File: src/rtl/fpm_pkg.sv
package fpm_pkg;

  typedef enum logic [2:0] {
    ST_CLOSED,
    ST_ACT,
    ST_RW,
    ST_OPEN,
    ST_PRE
  } fpmState_e;

  // control-to-datapath strobes
  typedef struct packed {
    logic takeReq;
    logic selCol;
    logic capture;
  } fpmStrobe_t;

endpackage

File: src/rtl/fpm_datapath.sv
module fpm_datapath
  import fpm_pkg::*;
#(
  parameter int ROW_W  = 8,
  parameter int COL_W  = 6,
  parameter int DATA_W = 16
) (
  input  logic                   clk,
  input  logic                   rstN,
  input  fpmStrobe_t             strb,
  input  logic [ROW_W+COL_W-1:0] reqAddr,
  input  logic                   reqWrite,
  input  logic [DATA_W-1:0]      reqWdata,
  input  logic [DATA_W-1:0]      dramDin,
  output logic                   rowHit,
  output logic                   curWrite,
  output logic [(ROW_W > COL_W ? ROW_W : COL_W)-1:0] dramAddr,
  output logic [DATA_W-1:0]      dramDout,
  output logic                   rdValid,
  output logic [DATA_W-1:0]      rdData
);
  localparam int ADDR_W = ROW_W + COL_W;
  localparam int MUX_W  = (ROW_W > COL_W) ? ROW_W : COL_W;

  logic [ROW_W-1:0]  curRow;
  logic [COL_W-1:0]  curCol;
  logic [DATA_W-1:0] curData;

  // request latch; curRow doubles as the open-row register
  always_ff @(posedge clk or negedge rstN) begin
    if (!rstN) begin
      curRow   <= '0;
      curCol   <= '0;
      curWrite <= 1'b0;
      curData  <= '0;
    end else if (strb.takeReq) begin
      curRow   <= reqAddr[ADDR_W-1:COL_W];
      curCol   <= reqAddr[COL_W-1:0];
      curWrite <= reqWrite;
      curData  <= reqWdata;
    end
  end

  assign rowHit   = (reqAddr[ADDR_W-1:COL_W] == curRow);
  assign dramAddr = strb.selCol ? MUX_W'(curCol) : MUX_W'(curRow);
  assign dramDout = curData;

  always_ff @(posedge clk or negedge rstN) begin
    if (!rstN) begin
      rdValid <= 1'b0;
      rdData  <= '0;
    end else begin
      rdValid <= strb.capture;
      if (strb.capture) rdData <= dramDin;
    end
  end

  AST_RDVALID_PULSE: assert property (@(posedge clk) disable iff (!rstN)
    rdValid |=> !rdValid);

endmodule

File: src/rtl/fpm_ctrl.sv
module fpm_ctrl
  import fpm_pkg::*;
#(
  parameter int T_RCD = 2,
  parameter int T_CAS = 2,
  parameter int T_RP  = 3,
  parameter int T_CL  = 2
) (
  input  logic       clk,
  input  logic       rstN,
  input  logic       reqValid,
  input  logic       rowHit,
  input  logic       curWrite,
  output logic       reqReady,
  output fpmStrobe_t strb,
  output logic       dramRasN,
  output logic       dramCasN,
  output logic       dramWeN,
  output logic       dramDoutEn
);
  localparam int MAX_AB = (T_RCD > T_CAS) ? T_RCD : T_CAS;
  localparam int MAX_T  = (MAX_AB > T_RP) ? MAX_AB : T_RP;
  localparam int CNT_W  = $clog2(MAX_T + 1);

  fpmState_e   state, nxt;
  logic [CNT_W-1:0] cnt;
  logic        accept;
  logic [7:0]  casRun;

  assign accept = reqValid && reqReady;

  always_comb begin
    nxt = state;
    unique case (state)
      ST_CLOSED: if (accept) nxt = ST_ACT;
      ST_ACT:    if (cnt == CNT_W'(T_RCD - 1)) nxt = ST_RW;
      ST_RW:     if (cnt == CNT_W'(T_CAS - 1)) nxt = ST_OPEN;
      ST_OPEN:   if (accept) nxt = rowHit ? ST_RW : ST_PRE;
      ST_PRE:    if (cnt == CNT_W'(T_RP - 1)) nxt = ST_ACT;
      default:   nxt = ST_CLOSED;
    endcase
  end

  always_ff @(posedge clk or negedge rstN) begin
    if (!rstN) begin
      state <= ST_CLOSED;
      cnt   <= '0;
    end else begin
      state <= nxt;
      if (nxt != state || state == ST_OPEN || state == ST_CLOSED) cnt <= '0;
      else cnt <= cnt + 1'b1;
    end
  end

  assign reqReady     = (state == ST_CLOSED) || (state == ST_OPEN);
  assign dramRasN     = !((state == ST_ACT) || (state == ST_RW) || (state == ST_OPEN));
  assign dramCasN     = (state != ST_RW);
  assign dramWeN      = !((state == ST_RW) && curWrite);
  assign dramDoutEn   = (state == ST_RW) && curWrite;
  assign strb.takeReq = accept;
  assign strb.selCol  = (state == ST_RW);
  assign strb.capture = (state == ST_RW) && (cnt == CNT_W'(T_CL - 1)) && !curWrite;

  // length of the current column-strobe low run, for checking only
  always_ff @(posedge clk or negedge rstN) begin
    if (!rstN) casRun <= '0;
    else if (!dramCasN) casRun <= casRun + 1'b1;
    else casRun <= '0;
  end

  AST_READY_LOW_BUSY: assert property (@(posedge clk) disable iff (!rstN)
    accept |=> !reqReady);
  AST_HIT_NO_RAS: assert property (@(posedge clk) disable iff (!rstN)
    (accept && state == ST_OPEN && rowHit) |=> (!dramRasN && !dramCasN));
  AST_PRE_ON_MISS: assert property (@(posedge clk) disable iff (!rstN)
    (accept && state == ST_OPEN && !rowHit) |=> (dramRasN && dramCasN));
  AST_IDLE_KEEPS_ROW: assert property (@(posedge clk) disable iff (!rstN)
    (state == ST_OPEN && !accept) |=> !dramRasN);
  AST_CAS_WIDTH: assert property (@(posedge clk) disable iff (!rstN)
    $rose(dramCasN) |-> (casRun == 8'(T_CAS)));
  AST_CAS_UNDER_RAS: assert property (@(posedge clk) disable iff (!rstN)
    $fell(dramCasN) |-> ($past(!dramRasN) || $past(state == ST_OPEN)));

endmodule

File: src/rtl/fpm_dram_ctrl.sv
module fpm_dram_ctrl
  import fpm_pkg::*;
#(
  parameter int ROW_W  = 8,
  parameter int COL_W  = 6,
  parameter int DATA_W = 16,
  parameter int T_RCD  = 2,
  parameter int T_CAS  = 2,
  parameter int T_RP   = 3,
  parameter int T_CL   = 2
) (
  input  logic                   clk,
  input  logic                   rstN,
  input  logic                   reqValid,
  output logic                   reqReady,
  input  logic                   reqWrite,
  input  logic [ROW_W+COL_W-1:0] reqAddr,
  input  logic [DATA_W-1:0]      reqWdata,
  output logic                   rdValid,
  output logic [DATA_W-1:0]      rdData,
  output logic [(ROW_W > COL_W ? ROW_W : COL_W)-1:0] dramAddr,
  output logic                   dramRasN,
  output logic                   dramCasN,
  output logic                   dramWeN,
  output logic                   dramDoutEn,
  output logic [DATA_W-1:0]      dramDout,
  input  logic [DATA_W-1:0]      dramDin
);
  fpmStrobe_t strb;
  logic       rowHit;
  logic       curWrite;

  fpm_ctrl #(
    .T_RCD(T_RCD), .T_CAS(T_CAS), .T_RP(T_RP), .T_CL(T_CL)
  ) ctrl_i (
    .clk(clk), .rstN(rstN), .reqValid(reqValid), .rowHit(rowHit),
    .curWrite(curWrite), .reqReady(reqReady), .strb(strb),
    .dramRasN(dramRasN), .dramCasN(dramCasN), .dramWeN(dramWeN),
    .dramDoutEn(dramDoutEn)
  );

  fpm_datapath #(
    .ROW_W(ROW_W), .COL_W(COL_W), .DATA_W(DATA_W)
  ) dp_i (
    .clk(clk), .rstN(rstN), .strb(strb), .reqAddr(reqAddr),
    .reqWrite(reqWrite), .reqWdata(reqWdata), .dramDin(dramDin),
    .rowHit(rowHit), .curWrite(curWrite), .dramAddr(dramAddr),
    .dramDout(dramDout), .rdValid(rdValid), .rdData(rdData)
  );

endmodule

File: config.mk
export PLATFORM = sky130hd
export DESIGN_NAME = fpm_dram_ctrl
export DESIGN_NICKNAME = d
export VERILOG_FILES = /design/src/rtl/fpm_pkg.sv /design/src/rtl/fpm_datapath.sv /design/src/rtl/fpm_ctrl.sv /design/src/rtl/fpm_dram_ctrl.sv
export SDC_FILE = /design/constraint.sdc
export NUM_CORES = 1
export LEC_CHECK = 0
export BUFFER_PORTS_ARGS = -buffer_cell sky130_fd_sc_hd__buf_2
export CORE_UTILIZATION = 43
export DETAILED_ROUTE_END_ITERATION = 7
export PLACE_DENSITY = 0.75
export SYNTH_ARGS = -nofsm -noshare
export SYNTH_HDL_FRONTEND = slang
export SYNTH_HIERARCHICAL = 1
export SYNTH_SLANG_ARGS = --single-unit
File: constraint.sdc
create_clock -name clk -period 1.77 [get_ports clk]
set_input_delay 0.531 -clock clk [delete_from_list [all_inputs] [get_ports clk]]
set_output_delay 0.531 -clock clk [all_outputs]
set_load 0.005 [all_outputs]
==> results of run 1 <==
per-layer routing:
layer  vias to the layer above  wire, um  GRT usage
met5                         -         0          0
met4                         0        21    0.03704
met3                         2       312    0.05556
met2                        68      2009     0.2635
met1                       733      1907     0.1872
li1                        755         -          -
power by group:
group          total [mW]  switching, mW  internal [mW]
combinational        2.59          0.938           1.65
clock               0.724          0.370          0.354
sequential           2.10          0.319           1.78
sequential cells by signal (all words and copies together) (netlist names):
register and count:
dp_i/dramDout 16, dp_i/rdValid 1, dp_i/curRow 8, ctrl_i/state 3
dp_i/curWrite 1, ctrl_i/cnt 2, dp_i/curCol 6, dp_i/rdData 16
per-stage QoR:
step	total power, mW	area, um^2
2_1_floorplan	3.531	2344
3_3_place_gp	4.295	2934
3_5_place_dp	4.355	2934
4_1_cts	5.386	3149
5_1_grt	5.818	3178
6_report	5.413	3178
what timing repair did:
action                                  in CTS  in global routing
endpoints found under the setup margin      10                 42
hold buffers                                 0                  0
gates resized for setup                     19                  7
pin swaps                                    2                  4
buffers inserted                             6                  2
final cells by class:
cell class	instances	area (um^2)
inverters	6	22.52
clock buffers	7	96.34
fillers	417	1994
multi-input cells	91	950.9
clock inverters	1	5.005
repair buffers	110	689.4
flip-flops and latches	53	1326
well taps	70	87.58
cells in the mapped netlist (all sizes together):
cell type,instances,share of area
xor2,1,0.0037
mux2i,2,0.0086
inv,6,0.0096
o32ai,1,0.0037
nand4,2,0.0053
a32oi,1,0.0037
xnor2,8,0.030
a21oi,1,0.0021
or2,1,0.0027
o22ai,1,0.0027
mux2,54,0.28
nor2,7,0.011
nor3b,1,0.0032
nand2,3,0.0048
nand3b,1,0.0032
and2,1,0.0027
ha,2,0.011
buf,10,0.037
nand3,2,0.0043
dfrtp,53,0.57
nor2b,2,0.0053
critical path, delay by kind of cell, from the launching register on:
family	cells	cell delay [ns]
simple gates	2	0.20
mux	1	0.30
flops	1	0.39
buf+inv	3	0.32
worst paths after layout:
kind / start / endpoint / slack [ns] / cells past startpoint
max in group asynchronous: rstN / dp_i/curRow[6] / 1.33 / 2
min in group clk: dramDin[11] / dp_i/rdData[11] / 0.46 / 2
setup / recovery: ctrl_i/state[2] / dramAddr[4] / -0.27 / 6
hold reg to reg: ctrl_i/cnt[0] / ctrl_i/cnt[0] / 0.48 / 1
hold / removal: rstN / dp_i/rdData[0] / 0.21 / 2
setup reg to reg: ctrl_i/state[1] / dp_i/curRow[0] / 0.07 / 7
cell families (layout without fill, tap and decap cells):
| group | after synthesis | after routing | synth area share |
|---|---|---|---|
| compound gates | 4 | 4 | 0.01231 |
| xor+xnor | 9 | 9 | 0.03371 |
| fa+ha+maj | 2 | 2 | 0.01070 |
| buf+inv | 16 | 124 | 0.04708 |
| flops | 53 | 53 | 0.5671 |
| mux | 56 | 56 | 0.2862 |
| simple gates | 20 | 20 | 0.04281 |
==> run_summary.xml, run 1 <==
<?xml version="1.0" encoding="UTF-8"?>
<metrics>
  <group name="timing">
    <metric name="final_period_minus_worst_setup_slack" unit="ns">2.040</metric>
    <metric name="worst_slew_pin_slew" unit="ns">0.2751</metric>
    <metric name="timing.final.max_slew_violations" unit="">0</metric>
    <metric name="slew-limit-headroom" unit="">0.8166</metric>
    <metric name="post-route-period-util" unit="">1.152</metric>
    <metric name="fin_worst_skew" unit="ns">0.002928</metric>
    <metric name="finalHoldWorstSlack" unit="ns">0.2079</metric>
    <metric name="fin_tns_setup" unit="ns">-1.746</metric>
    <metric name="finalHoldViolCount" unit="">0</metric>
    <metric name="timing.final.setup_violations" unit="">10</metric>
    <metric name="grt_setup_unrepaired" unit="">true</metric>
    <metric name="worst_slack" unit="ns">-0.2698</metric>
    <metric name="fmax" unit="GHz">0.4902</metric>
  </group>
  <group name="logic_synthesis">
    <metric name="synthesis.yosys.warnings" unit="">6</metric>
    <metric name="netlist_area" unit="um^2">2338</metric>
    <metric name="post_synth_inst_count" unit="">160</metric>
    <metric name="post_synth.cell_area_avg" unit="um^2">14.62</metric>
    <metric name="synth-seq-cells" unit="">53</metric>
    <metric name="syn_nets" unit="">212</metric>
    <metric name="synth.distinct_cells" unit="">25</metric>
    <metric name="yosysSeqAreaShare" unit="">0.5671</metric>
  </group>
  <group name="global_route">
    <metric name="grt_max_degree" unit="">54</metric>
    <metric name="gr-usage-all-layers" unit="">0.1547</metric>
    <metric name="grt_antenna_before_repair" unit="">0</metric>
    <metric name="grt-ovfl-total" unit="">0</metric>
    <metric name="grt_first_pass_wirelength" unit="um">6665</metric>
    <metric name="via_count_of_the_first_global_routing_pass" unit="">1554</metric>
  </group>
  <group name="finish">
    <metric name="final_core_util" unit="">0.6144</metric>
    <metric name="antenna_cell_count" unit="">0</metric>
    <metric name="fin_nets" unit="">319</metric>
    <metric name="layout-drive-gt1-share" unit="">0.6716</metric>
    <metric name="relative_area_change_from_synthesis_to_final_layout" unit="%">35.90</metric>
    <metric name="commonest_cells_after_routing_fill_and_taps_aside" unit="">sky130_fd_sc_hd__buf_2, sky130_fd_sc_hd__dfrtp_1, sky130_fd_sc_hd__mux2_2</metric>
    <metric name="finalNonFillerCells" unit="">338</metric>
    <metric name="mostFrequentLayoutCell" unit="">sky130_fd_sc_hd__buf_2</metric>
  </group>
  <group name="routing">
    <metric name="detail_route.first_pass.iterations" unit="">4</metric>
    <metric name="vias_per_cell" unit="">4.609</metric>
    <metric name="drt_first_iter_violations" unit="">23</metric>
    <metric name="post-route-drc-count" unit="">0</metric>
    <metric name="via_count" unit="">1558</metric>
    <metric name="drt_wl_total" unit="um">4250</metric>
    <metric name="drt.antenna.violating_nets" unit="">0</metric>
    <metric name="wl_per_cell" unit="um">12.57</metric>
  </group>
  <group name="die">
    <metric name="die_x" unit="um">75.75</metric>
    <metric name="floorplan.core_area" unit="um^2">5172</metric>
    <metric name="io-pin-count" unit="">96</metric>
    <metric name="floorplan.rows" unit="">26</metric>
    <metric name="die_area" unit="um^2">5737</metric>
    <metric name="starting_density" unit="">0.4521</metric>
    <metric name="die_height" unit="um">75.75</metric>
  </group>
  <group name="place">
    <metric name="globalplace.congestion" unit="">0.7784</metric>
    <metric name="placed_cells" unit="">325</metric>
    <metric name="pre_cts_slack" unit="ns">-0.01230</metric>
    <metric name="detailedPlacementHpwl" unit="um">3002</metric>
    <metric name="portBuffers" unit="">95</metric>
  </group>
  <group name="setup_path">
    <metric name="timing.critical_path.fanout_max" unit="">7</metric>
    <metric name="critical_path_arrival" unit="ns">1.51</metric>
    <metric name="worst_setup_path_end_kind" unit="">output port</metric>
    <metric name="worstPathRequired" unit="ns">1.24</metric>
    <metric name="worstSetupPathType" unit="">flip-flop to output port</metric>
    <metric name="critical-path-slowest-cell" unit="">sky130_fd_sc_hd__dfrtp_1</metric>
    <metric name="crit_chain" unit="">nor2_2, nand2_1, inv_2, buf_12, mux2_4, buf_6</metric>
    <metric name="critical_path.startpoint_type" unit="">flip-flop</metric>
    <metric name="cp_slowest_stage_delay" unit="ns">0.39</metric>
  </group>
  <group name="run_status">
    <metric name="status" unit="">finished, violations left</metric>
    <metric name="violations" unit="">setup timing</metric>
  </group>
  <group name="clocking">
    <metric name="cts_tree" unit="">built</metric>
    <metric name="tritoncts.num_buffers" unit="">5</metric>
    <metric name="h-tree-depth" unit="">2</metric>
    <metric name="worst_skew_pair.late_latency" unit="ns">0.30</metric>
    <metric name="worst_setup_hold_path_clk_slew" unit="ns">0.09</metric>
    <metric name="numClockSinks" unit="">53</metric>
    <metric name="cts.root.buffer_cell" unit="">sky130_fd_sc_hd__clkbuf_8</metric>
    <metric name="clock_path_buffers" unit="">2</metric>
  </group>
  <group name="power">
    <metric name="max-vdd-ir-drop" unit="mV">0.6859</metric>
    <metric name="cellLeakagePower" unit="nW">1.574</metric>
    <metric name="power.density" unit="nW/um^2">1703</metric>
  </group>
  <group name="job">
    <metric name="max_cap_viol_count" unit="">0</metric>
  </group>
  <group name="worst_hold_path">
    <metric name="hold_path_class" unit="">input pin to async pin</metric>
  </group>
</metrics>
Power figures use the tool's default switching activity.
==> run 2, diff against run 1 <==
--- a/config.mk
+++ b/config.mk
@@ -6,8 +6,10 @@
 export NUM_CORES = 1
 export LEC_CHECK = 0
 export BUFFER_PORTS_ARGS = -buffer_cell sky130_fd_sc_hd__buf_2
+export CORE_MARGIN = 10
 export CORE_UTILIZATION = 43
 export DETAILED_ROUTE_END_ITERATION = 7
+export MAX_ROUTING_LAYER = met4
 export PLACE_DENSITY = 0.75
 export SYNTH_ARGS = -nofsm -noshare
 export SYNTH_HDL_FRONTEND = slang
==> run_summary.xml, run 2 (synthesis results as in run 1) <==
<?xml version="1.0" encoding="UTF-8"?>
<metrics>
  <group name="run_status">
    <metric name="status" unit="">finished, violations left</metric>
    <metric name="violations" unit="">setup timing</metric>
  </group>
  <group name="routing">
    <metric name="wl_per_cell" unit="um">17.56</metric>
    <metric name="post-route-drc-count" unit="">0</metric>
    <metric name="drt_wl_total" unit="um">5987</metric>
    <metric name="drt.antenna.violating_nets" unit="">0</metric>
    <metric name="via_count" unit="">1633</metric>
    <metric name="vias_per_cell" unit="">4.789</metric>
    <metric name="detail_route.first_pass.iterations" unit="">4</metric>
    <metric name="drt_first_iter_violations" unit="">47</metric>
  </group>
  <group name="finish">
    <metric name="finalNonFillerCells" unit="">341</metric>
    <metric name="layout-drive-gt1-share" unit="">0.6863</metric>
    <metric name="relative_area_change_from_synthesis_to_final_layout" unit="%">42.05</metric>
    <metric name="mostFrequentLayoutCell" unit="">sky130_fd_sc_hd__buf_2</metric>
    <metric name="fin_nets" unit="">323</metric>
    <metric name="final_core_util" unit="">0.6382</metric>
    <metric name="commonest_cells_after_routing_fill_and_taps_aside" unit="">sky130_fd_sc_hd__buf_2, sky130_fd_sc_hd__dfrtp_1, sky130_fd_sc_hd__mux2_2</metric>
    <metric name="antenna_cell_count" unit="">0</metric>
  </group>
  <group name="power">
    <metric name="seq_power_share" unit="">0.374</metric>
    <metric name="cellLeakagePower" unit="nW">1.634</metric>
    <metric name="max-vdd-ir-drop" unit="mV">0.8388</metric>
    <metric name="clockPowerShare" unit="">0.137</metric>
    <metric name="internal_power" unit="mW">3.939</metric>
    <metric name="power" unit="mW">5.715</metric>
    <metric name="power.net_switching" unit="mW">1.777</metric>
    <metric name="switching_power_share_of_the_total" unit="">0.3109</metric>
    <metric name="power.density" unit="nW/um^2">1720</metric>
    <metric name="p_comb_frac" unit="">0.489</metric>
  </group>
  <group name="clocking">
    <metric name="h-tree-depth" unit="">2</metric>
    <metric name="clock_path_buffers" unit="">2</metric>
    <metric name="tritoncts.num_buffers" unit="">5</metric>
    <metric name="cts_tree" unit="">built</metric>
    <metric name="worst_setup_hold_path_clk_slew" unit="ns">0.09</metric>
    <metric name="cts.root.buffer_cell" unit="">sky130_fd_sc_hd__clkbuf_8</metric>
    <metric name="numClockSinks" unit="">53</metric>
    <metric name="worst_skew_pair.late_latency" unit="ns">0.30</metric>
    <metric name="ctsHoldBuffers" unit="">0</metric>
  </group>
  <group name="global_route">
    <metric name="via_count_of_the_first_global_routing_pass" unit="">1874</metric>
    <metric name="gr-usage-all-layers" unit="">0.1357</metric>
    <metric name="grt_max_degree" unit="">54</metric>
    <metric name="grt_antenna_before_repair" unit="">0</metric>
    <metric name="grt_first_pass_wirelength" unit="um">9280</metric>
    <metric name="grt-ovfl-total" unit="">0</metric>
  </group>
  <group name="setup_path">
    <metric name="critical_path.startpoint_type" unit="">flip-flop</metric>
    <metric name="worstSetupPathType" unit="">flip-flop to output port</metric>
    <metric name="timing.critical_path.fanout_max" unit="">8</metric>
    <metric name="worstPathRequired" unit="ns">1.24</metric>
    <metric name="critical_path_arrival" unit="ns">1.47</metric>
    <metric name="worst_setup_path_end_kind" unit="">output port</metric>
  </group>
  <group name="die">
    <metric name="die_x" unit="um">93.75</metric>
    <metric name="die_area" unit="um^2">8788</metric>
    <metric name="io-pin-count" unit="">96</metric>
    <metric name="floorplan.rows" unit="">26</metric>
    <metric name="die_height" unit="um">93.75</metric>
    <metric name="starting_density" unit="">0.4493</metric>
    <metric name="floorplan.core_area" unit="um^2">5205</metric>
  </group>
  <group name="timing">
    <metric name="timing.final.max_slew_violations" unit="">0</metric>
    <metric name="grt_setup_unrepaired" unit="">true</metric>
    <metric name="fmax" unit="GHz">0.4988</metric>
    <metric name="slew-limit-headroom" unit="">0.8111</metric>
    <metric name="finalHoldWorstSlack" unit="ns">0.2116</metric>
    <metric name="fin_worst_skew" unit="ns">0.006199</metric>
    <metric name="finalHoldViolCount" unit="">0</metric>
    <metric name="final_period_minus_worst_setup_slack" unit="ns">2.005</metric>
    <metric name="post-route-period-util" unit="">1.133</metric>
    <metric name="timing.final.setup_violations" unit="">27</metric>
    <metric name="worst_slack" unit="ns">-0.2349</metric>
    <metric name="worst_slew_pin_slew" unit="ns">0.2833</metric>
  </group>
  <group name="place">
    <metric name="detailedPlacementHpwl" unit="um">4247</metric>
    <metric name="pre_cts_slack" unit="ns">-0.05510</metric>
    <metric name="placed_cells" unit="">323</metric>
    <metric name="globalplace.congestion" unit="">0.8423</metric>
    <metric name="portBuffers" unit="">95</metric>
  </group>
  <group name="job">
    <metric name="max_cap_viol_count" unit="">0</metric>
  </group>
  <group name="worst_hold_path">
    <metric name="hold_path_class" unit="">input pin to async pin</metric>
  </group>
</metrics>
run 2: changes by cell type in the layout (fill, tap and decap cells not counted), moves of 2 or more:
cell and delta:
sky130_fd_sc_hd__buf_2 -2, sky130_fd_sc_hd__buf_6 +3, sky130_fd_sc_hd__clkbuf_16 +3, sky130_fd_sc_hd__clkbuf_8 -2
sky130_fd_sc_hd__mux2_2 -7, sky130_fd_sc_hd__buf_8 -2, sky130_fd_sc_hd__mux2_4 +7
run 2: power groups by stage:
stage	combinational, mW	sequential [mW]	clock [mW]
after floorplan	1.43	2.10	0
after global placement	2.26	2.10	0
after detailed placement	2.33	2.13	0
after CTS	2.73	2.14	0.815
after global routing	3.05	2.21	0.861
final	2.79	2.14	0.785
run 2: final timing paths:
check / start / end / slack [ns] / cells past startpoint
worst min-delay path: rstN / dp_i/curCol[1] / 0.21 / 2
worst max-delay path: ctrl_i/state[0] / dramAddr[5] / -0.23 / 5
max in group asynchronous: rstN / ctrl_i/cnt[1] / 1.32 / 2
worst max register to register: ctrl_i/state[0] / dp_i/rdData[10] / -0.18 / 9
worst min register to register: ctrl_i/cnt[0] / ctrl_i/cnt[0] / 0.48 / 1
min in group clk: dramDin[8] / dp_i/rdData[8] / 0.45 / 2
run 2: layout make-up:
class | count | area, um^2
fillers | 421 | 1883
flip-flops and latches | 53 | 1326
multi-input cells | 91 | 991.0
repair buffers | 114 | 785.8
well taps | 70 | 87.58
clock buffers | 5 | 68.82
clock inverters | 2 | 35.03
inverters | 6 | 27.53
run 2: per-layer routing:
metal | global-route usage | share of wire
met1 | 0.1594 | 0.41
met2 | 0.2143 | 0.51
met3 | 0.04796 | 0.065
met4 | 0.03924 | 0.010
met5 | - | 0
run 2: timing repair:
action	CTS	global route
setup buffers	7	7
pin swaps	2	1
resized for setup	28	14
setup endpoints to repair	10	60
cloned	0	3
run 2: critical path, cell delays in order, from the launching register on:
cell                       delay (ns)
sky130_fd_sc_hd__dfrtp_1         0.40
sky130_fd_sc_hd__nor2_2          0.14
sky130_fd_sc_hd__nand2_2         0.10
sky130_fd_sc_hd__clkinv_4        0.11
sky130_fd_sc_hd__mux2_4          0.31
sky130_fd_sc_hd__buf_6           0.12
run 2: per-stage QoR:
step | TNS (ns) | cell area (um^2)
detailed placement | -0.3140 | 2919
global route | -5.758 | 3322
global placement | -0.1995 | 2919
CTS | -3.440 | 3197
floorplan | 0 | 2344
finish | -4.358 | 3322
==> run 3, diff against run 2 <==
--- a/config.mk
+++ b/config.mk
@@ -5,6 +5,7 @@
 export SDC_FILE = /design/constraint.sdc
 export NUM_CORES = 1
 export LEC_CHECK = 0
+export ABC_AREA = 1
 export BUFFER_PORTS_ARGS = -buffer_cell sky130_fd_sc_hd__buf_2
 export CORE_MARGIN = 10
 export CORE_UTILIZATION = 43
==> run_summary.xml, run 3 <==
<?xml version="1.0" encoding="UTF-8"?>
<metrics>
  <group name="place">
    <metric name="placed_area" unit="um^2">3012</metric>
    <metric name="placed_cells" unit="">391</metric>
    <metric name="portBuffers" unit="">95</metric>
    <metric name="detailedPlacementHpwl" unit="um">4382</metric>
    <metric name="globalplace.congestion" unit="">0.7728</metric>
  </group>
  <group name="setup_path">
    <metric name="critical_path_buf_inv_count" unit="">2</metric>
    <metric name="crit-reg2reg-capture" unit="">dp_i/rdData[15]</metric>
    <metric name="critical_path_arrival" unit="ns">1.43</metric>
    <metric name="critical_path.startpoint_type" unit="">flip-flop</metric>
    <metric name="regToRegStartpoint" unit="">ctrl_i/state[0]</metric>
    <metric name="cp-startpoint" unit="">ctrl_i/state[0]</metric>
    <metric name="timing.reg2reg.setup_slack" unit="ns">-0.14</metric>
    <metric name="critical-path-slowest-cell" unit="">sky130_fd_sc_hd__dfrtp_2</metric>
    <metric name="cp_slowest_stage_delay" unit="ns">0.45</metric>
    <metric name="crit_chain" unit="">nor3_4, buf_6, nand2_1, o21ai_1, buf_2</metric>
    <metric name="r2r_cell_count" unit="">8</metric>
    <metric name="cell_family_with_most_cp_delay" unit="">flip-flops</metric>
    <metric name="worst_setup_path_end_kind" unit="">output port</metric>
    <metric name="worstSetupPathType" unit="">flip-flop to output port</metric>
    <metric name="timing.critical_path.fanout_max" unit="">8</metric>
    <metric name="worstPathRequired" unit="ns">1.24</metric>
  </group>
  <group name="routing">
    <metric name="via_count" unit="">1955</metric>
    <metric name="drt_wl_total" unit="um">6706</metric>
    <metric name="drt.antenna.violating_nets" unit="">0</metric>
    <metric name="detail_route.first_pass.iterations" unit="">4</metric>
    <metric name="drt_first_iter_violations" unit="">43</metric>
    <metric name="vias_per_cell" unit="">4.677</metric>
    <metric name="wl_per_cell" unit="um">16.04</metric>
    <metric name="post-route-drc-count" unit="">0</metric>
  </group>
  <group name="run_status">
    <metric name="violations" unit="">setup timing</metric>
    <metric name="status" unit="">finished, violations left</metric>
  </group>
  <group name="clocking">
    <metric name="cts_tree" unit="">built</metric>
    <metric name="h-tree-depth" unit="">2</metric>
    <metric name="numClockSinks" unit="">53</metric>
    <metric name="worst_skew_pair.late_latency" unit="ns">0.31</metric>
    <metric name="cts.root.buffer_cell" unit="">sky130_fd_sc_hd__clkbuf_8</metric>
    <metric name="tritoncts.num_buffers" unit="">5</metric>
    <metric name="clock_path_buffers" unit="">2</metric>
    <metric name="worst_setup_hold_path_clk_slew" unit="ns">0.10</metric>
  </group>
  <group name="power">
    <metric name="max-vdd-ir-drop" unit="mV">0.9728</metric>
    <metric name="power.density" unit="nW/um^2">1696</metric>
    <metric name="cellLeakagePower" unit="nW">1.884</metric>
  </group>
  <group name="global_route">
    <metric name="grt_antenna_before_repair" unit="">0</metric>
    <metric name="grt-ovfl-total" unit="">0</metric>
    <metric name="grt_first_pass_wirelength" unit="um">9266</metric>
    <metric name="gr-usage-all-layers" unit="">0.1320</metric>
    <metric name="grt_max_degree" unit="">54</metric>
    <metric name="via_count_of_the_first_global_routing_pass" unit="">2057</metric>
  </group>
  <group name="timing">
    <metric name="timing.final.setup_violations" unit="">52</metric>
    <metric name="finalHoldWorstSlack" unit="ns">0.2026</metric>
    <metric name="fin_worst_skew" unit="ns">0.01151</metric>
    <metric name="worst_slack" unit="ns">-0.1871</metric>
    <metric name="final_period_minus_worst_setup_slack" unit="ns">1.957</metric>
    <metric name="timing.final.max_slew_violations" unit="">0</metric>
    <metric name="slew-limit-headroom" unit="">0.8159</metric>
    <metric name="finalHoldViolCount" unit="">0</metric>
    <metric name="grt_setup_unrepaired" unit="">true</metric>
    <metric name="worst_slew_pin_slew" unit="ns">0.2761</metric>
    <metric name="fmax" unit="GHz">0.5110</metric>
    <metric name="post-route-period-util" unit="">1.106</metric>
  </group>
  <group name="finish">
    <metric name="final-seq-area" unit="um^2">1329</metric>
    <metric name="multi_input_comb_area" unit="um^2">1066</metric>
    <metric name="layout-drive-gt1-share" unit="">0.5405</metric>
    <metric name="fin_nets" unit="">397</metric>
    <metric name="commonest_cells_after_routing_fill_and_taps_aside" unit="">sky130_fd_sc_hd__buf_2, sky130_fd_sc_hd__dfrtp_1, sky130_fd_sc_hd__nand2_1</metric>
    <metric name="finalNonFillerCells" unit="">418</metric>
    <metric name="mostFrequentLayoutCell" unit="">sky130_fd_sc_hd__buf_2</metric>
    <metric name="relative_area_change_from_synthesis_to_final_layout" unit="%">47.11</metric>
    <metric name="final_design_area_no_fill" unit="um^2">3536</metric>
    <metric name="fillCellCount" unit="">455</metric>
    <metric name="antenna_cell_count" unit="">0</metric>
  </group>
  <group name="logic_synthesis">
    <metric name="syn_nets" unit="">277</metric>
    <metric name="synth.area.top_cells" unit="">sky130_fd_sc_hd__dfrtp_1, sky130_fd_sc_hd__mux2_2, sky130_fd_sc_hd__nand2_1, sky130_fd_sc_hd__mux2_4, sky130_fd_sc_hd__inv_1</metric>
    <metric name="synthesis.yosys.warnings" unit="">6</metric>
    <metric name="post_synth_inst_count" unit="">225</metric>
    <metric name="synthDominantCellAreaShare" unit="">0.5518</metric>
    <metric name="post_synth.cell_area_avg" unit="um^2">10.68</metric>
    <metric name="share_of_flip_flops_with_an_asynchronous_set_or_reset_after_synthesis" unit="">1.000</metric>
    <metric name="yosysSeqAreaShare" unit="">0.5518</metric>
    <metric name="post_synth_top_flop" unit="">sky130_fd_sc_hd__dfrtp_1</metric>
    <metric name="synthDominantAreaCellType" unit="">sky130_fd_sc_hd__dfrtp_1</metric>
    <metric name="netlist_area" unit="um^2">2404</metric>
    <metric name="synth-seq-cells" unit="">53</metric>
    <metric name="synth.distinct_cells" unit="">16</metric>
    <metric name="synthMostInstantiatedCell" unit="">sky130_fd_sc_hd__dfrtp_1</metric>
    <metric name="yosys-top-cells-count" unit="">sky130_fd_sc_hd__dfrtp_1, sky130_fd_sc_hd__nand2_1, sky130_fd_sc_hd__mux2_2, sky130_fd_sc_hd__inv_1, sky130_fd_sc_hd__nor2_1</metric>
    <metric name="synth_edf_count" unit="">0</metric>
  </group>
  <group name="die">
    <metric name="die_height" unit="um">94.77</metric>
    <metric name="starting_density" unit="">0.4392</metric>
    <metric name="die_x" unit="um">94.77</metric>
    <metric name="floorplan.core_area" unit="um^2">5473</metric>
    <metric name="floorplan.rows" unit="">27</metric>
    <metric name="io-pin-count" unit="">96</metric>
    <metric name="die_area" unit="um^2">8980</metric>
  </group>
  <group name="job">
    <metric name="max_cap_viol_count" unit="">0</metric>
  </group>
  <group name="worst_hold_path">
    <metric name="hold_path_class" unit="">input pin to async pin</metric>
  </group>
</metrics>
run 3: stage by stage:
step | power [mW] | worst slack [ns] | TNS [ns] | utilization
detailed placement | 4.318 | 0.08817 | 0 | 0.5503
floorplan | 3.367 | 0.1201 | 0 | -
finish | 5.996 | -0.1871 | -4.224 | 0.6461
global route | 6.426 | -0.2683 | -7.810 | 0.6461
global placement | 4.234 | 0.1322 | 0 | 0.5503
CTS | 5.333 | -0.1734 | -1.600 | 0.5837
run 3: cells by family after synthesis:
family	share of synthesized area
flip-flops	0.5518
AND/OR/NAND/NOR	0.1322
buffers and inverters	0.07184
AO/OA/AOI/OAI	0.03540
multiplexers	0.1983
adder cells (fa/ha/maj)	0.01041
run 3: layer usage:
layer | track usage | part of all wire
met3 | 0.05075 | 0.073
met4 | 0.03367 | 0.011
met5 | - | 0
met2 | 0.2117 | 0.50
met1 | 0.1521 | 0.41
run 3: power breakdown:
part / internal, mW / leakage (nW) / switching [mW]
registers: 1.78 / 0.656 / 0.350
clock network: 0.460 / 0.0574 / 0.395
logic: 1.74 / 1.17 / 1.27
run 3: worst reg2reg max path: cells and delay by family (launching register included):
kind,cells,cell delay (ns)
muxes,1,0.32
DFF,1,0.45
buffers and inverters,4,0.58
and+or+nand+nor,3,0.44
run 3: how the worst max path moves through the flow:
| stage | endpoint | depth (start not counted) |
|---|---|---|
| 3_5_place_dp | dramAddr[4] | 5 |
| 5_1_grt | dramAddr[0] | 5 |
| 3_3_place_gp | dp_i/dramDout[5] | 7 |
| 4_1_cts | dramAddr[4] | 6 |
| 2_1_floorplan | dramAddr[0] | 4 |
| 6_report | dramAddr[2] | 5 |
run 3: final cells by class:
type                    count  share of cell area
clock buffers               6             0.02335
multi-input cells         138              0.3015
well taps                  72             0.02548
repair buffers            121              0.2357
inverters                  26             0.02760
clock inverters             2             0.01062
flip-flops and latches     53              0.3758
run 3: what timing repair did:
item                                   in CTS  in global routing
buffers inserted                            3                 10
endpoints found under the hold margin       0                  0
pin swaps                                   1                  7
resized for setup                          15                 45
hold buffers                                0                  0
setup endpoints to repair                  12                 51
gates cloned                                1                  5
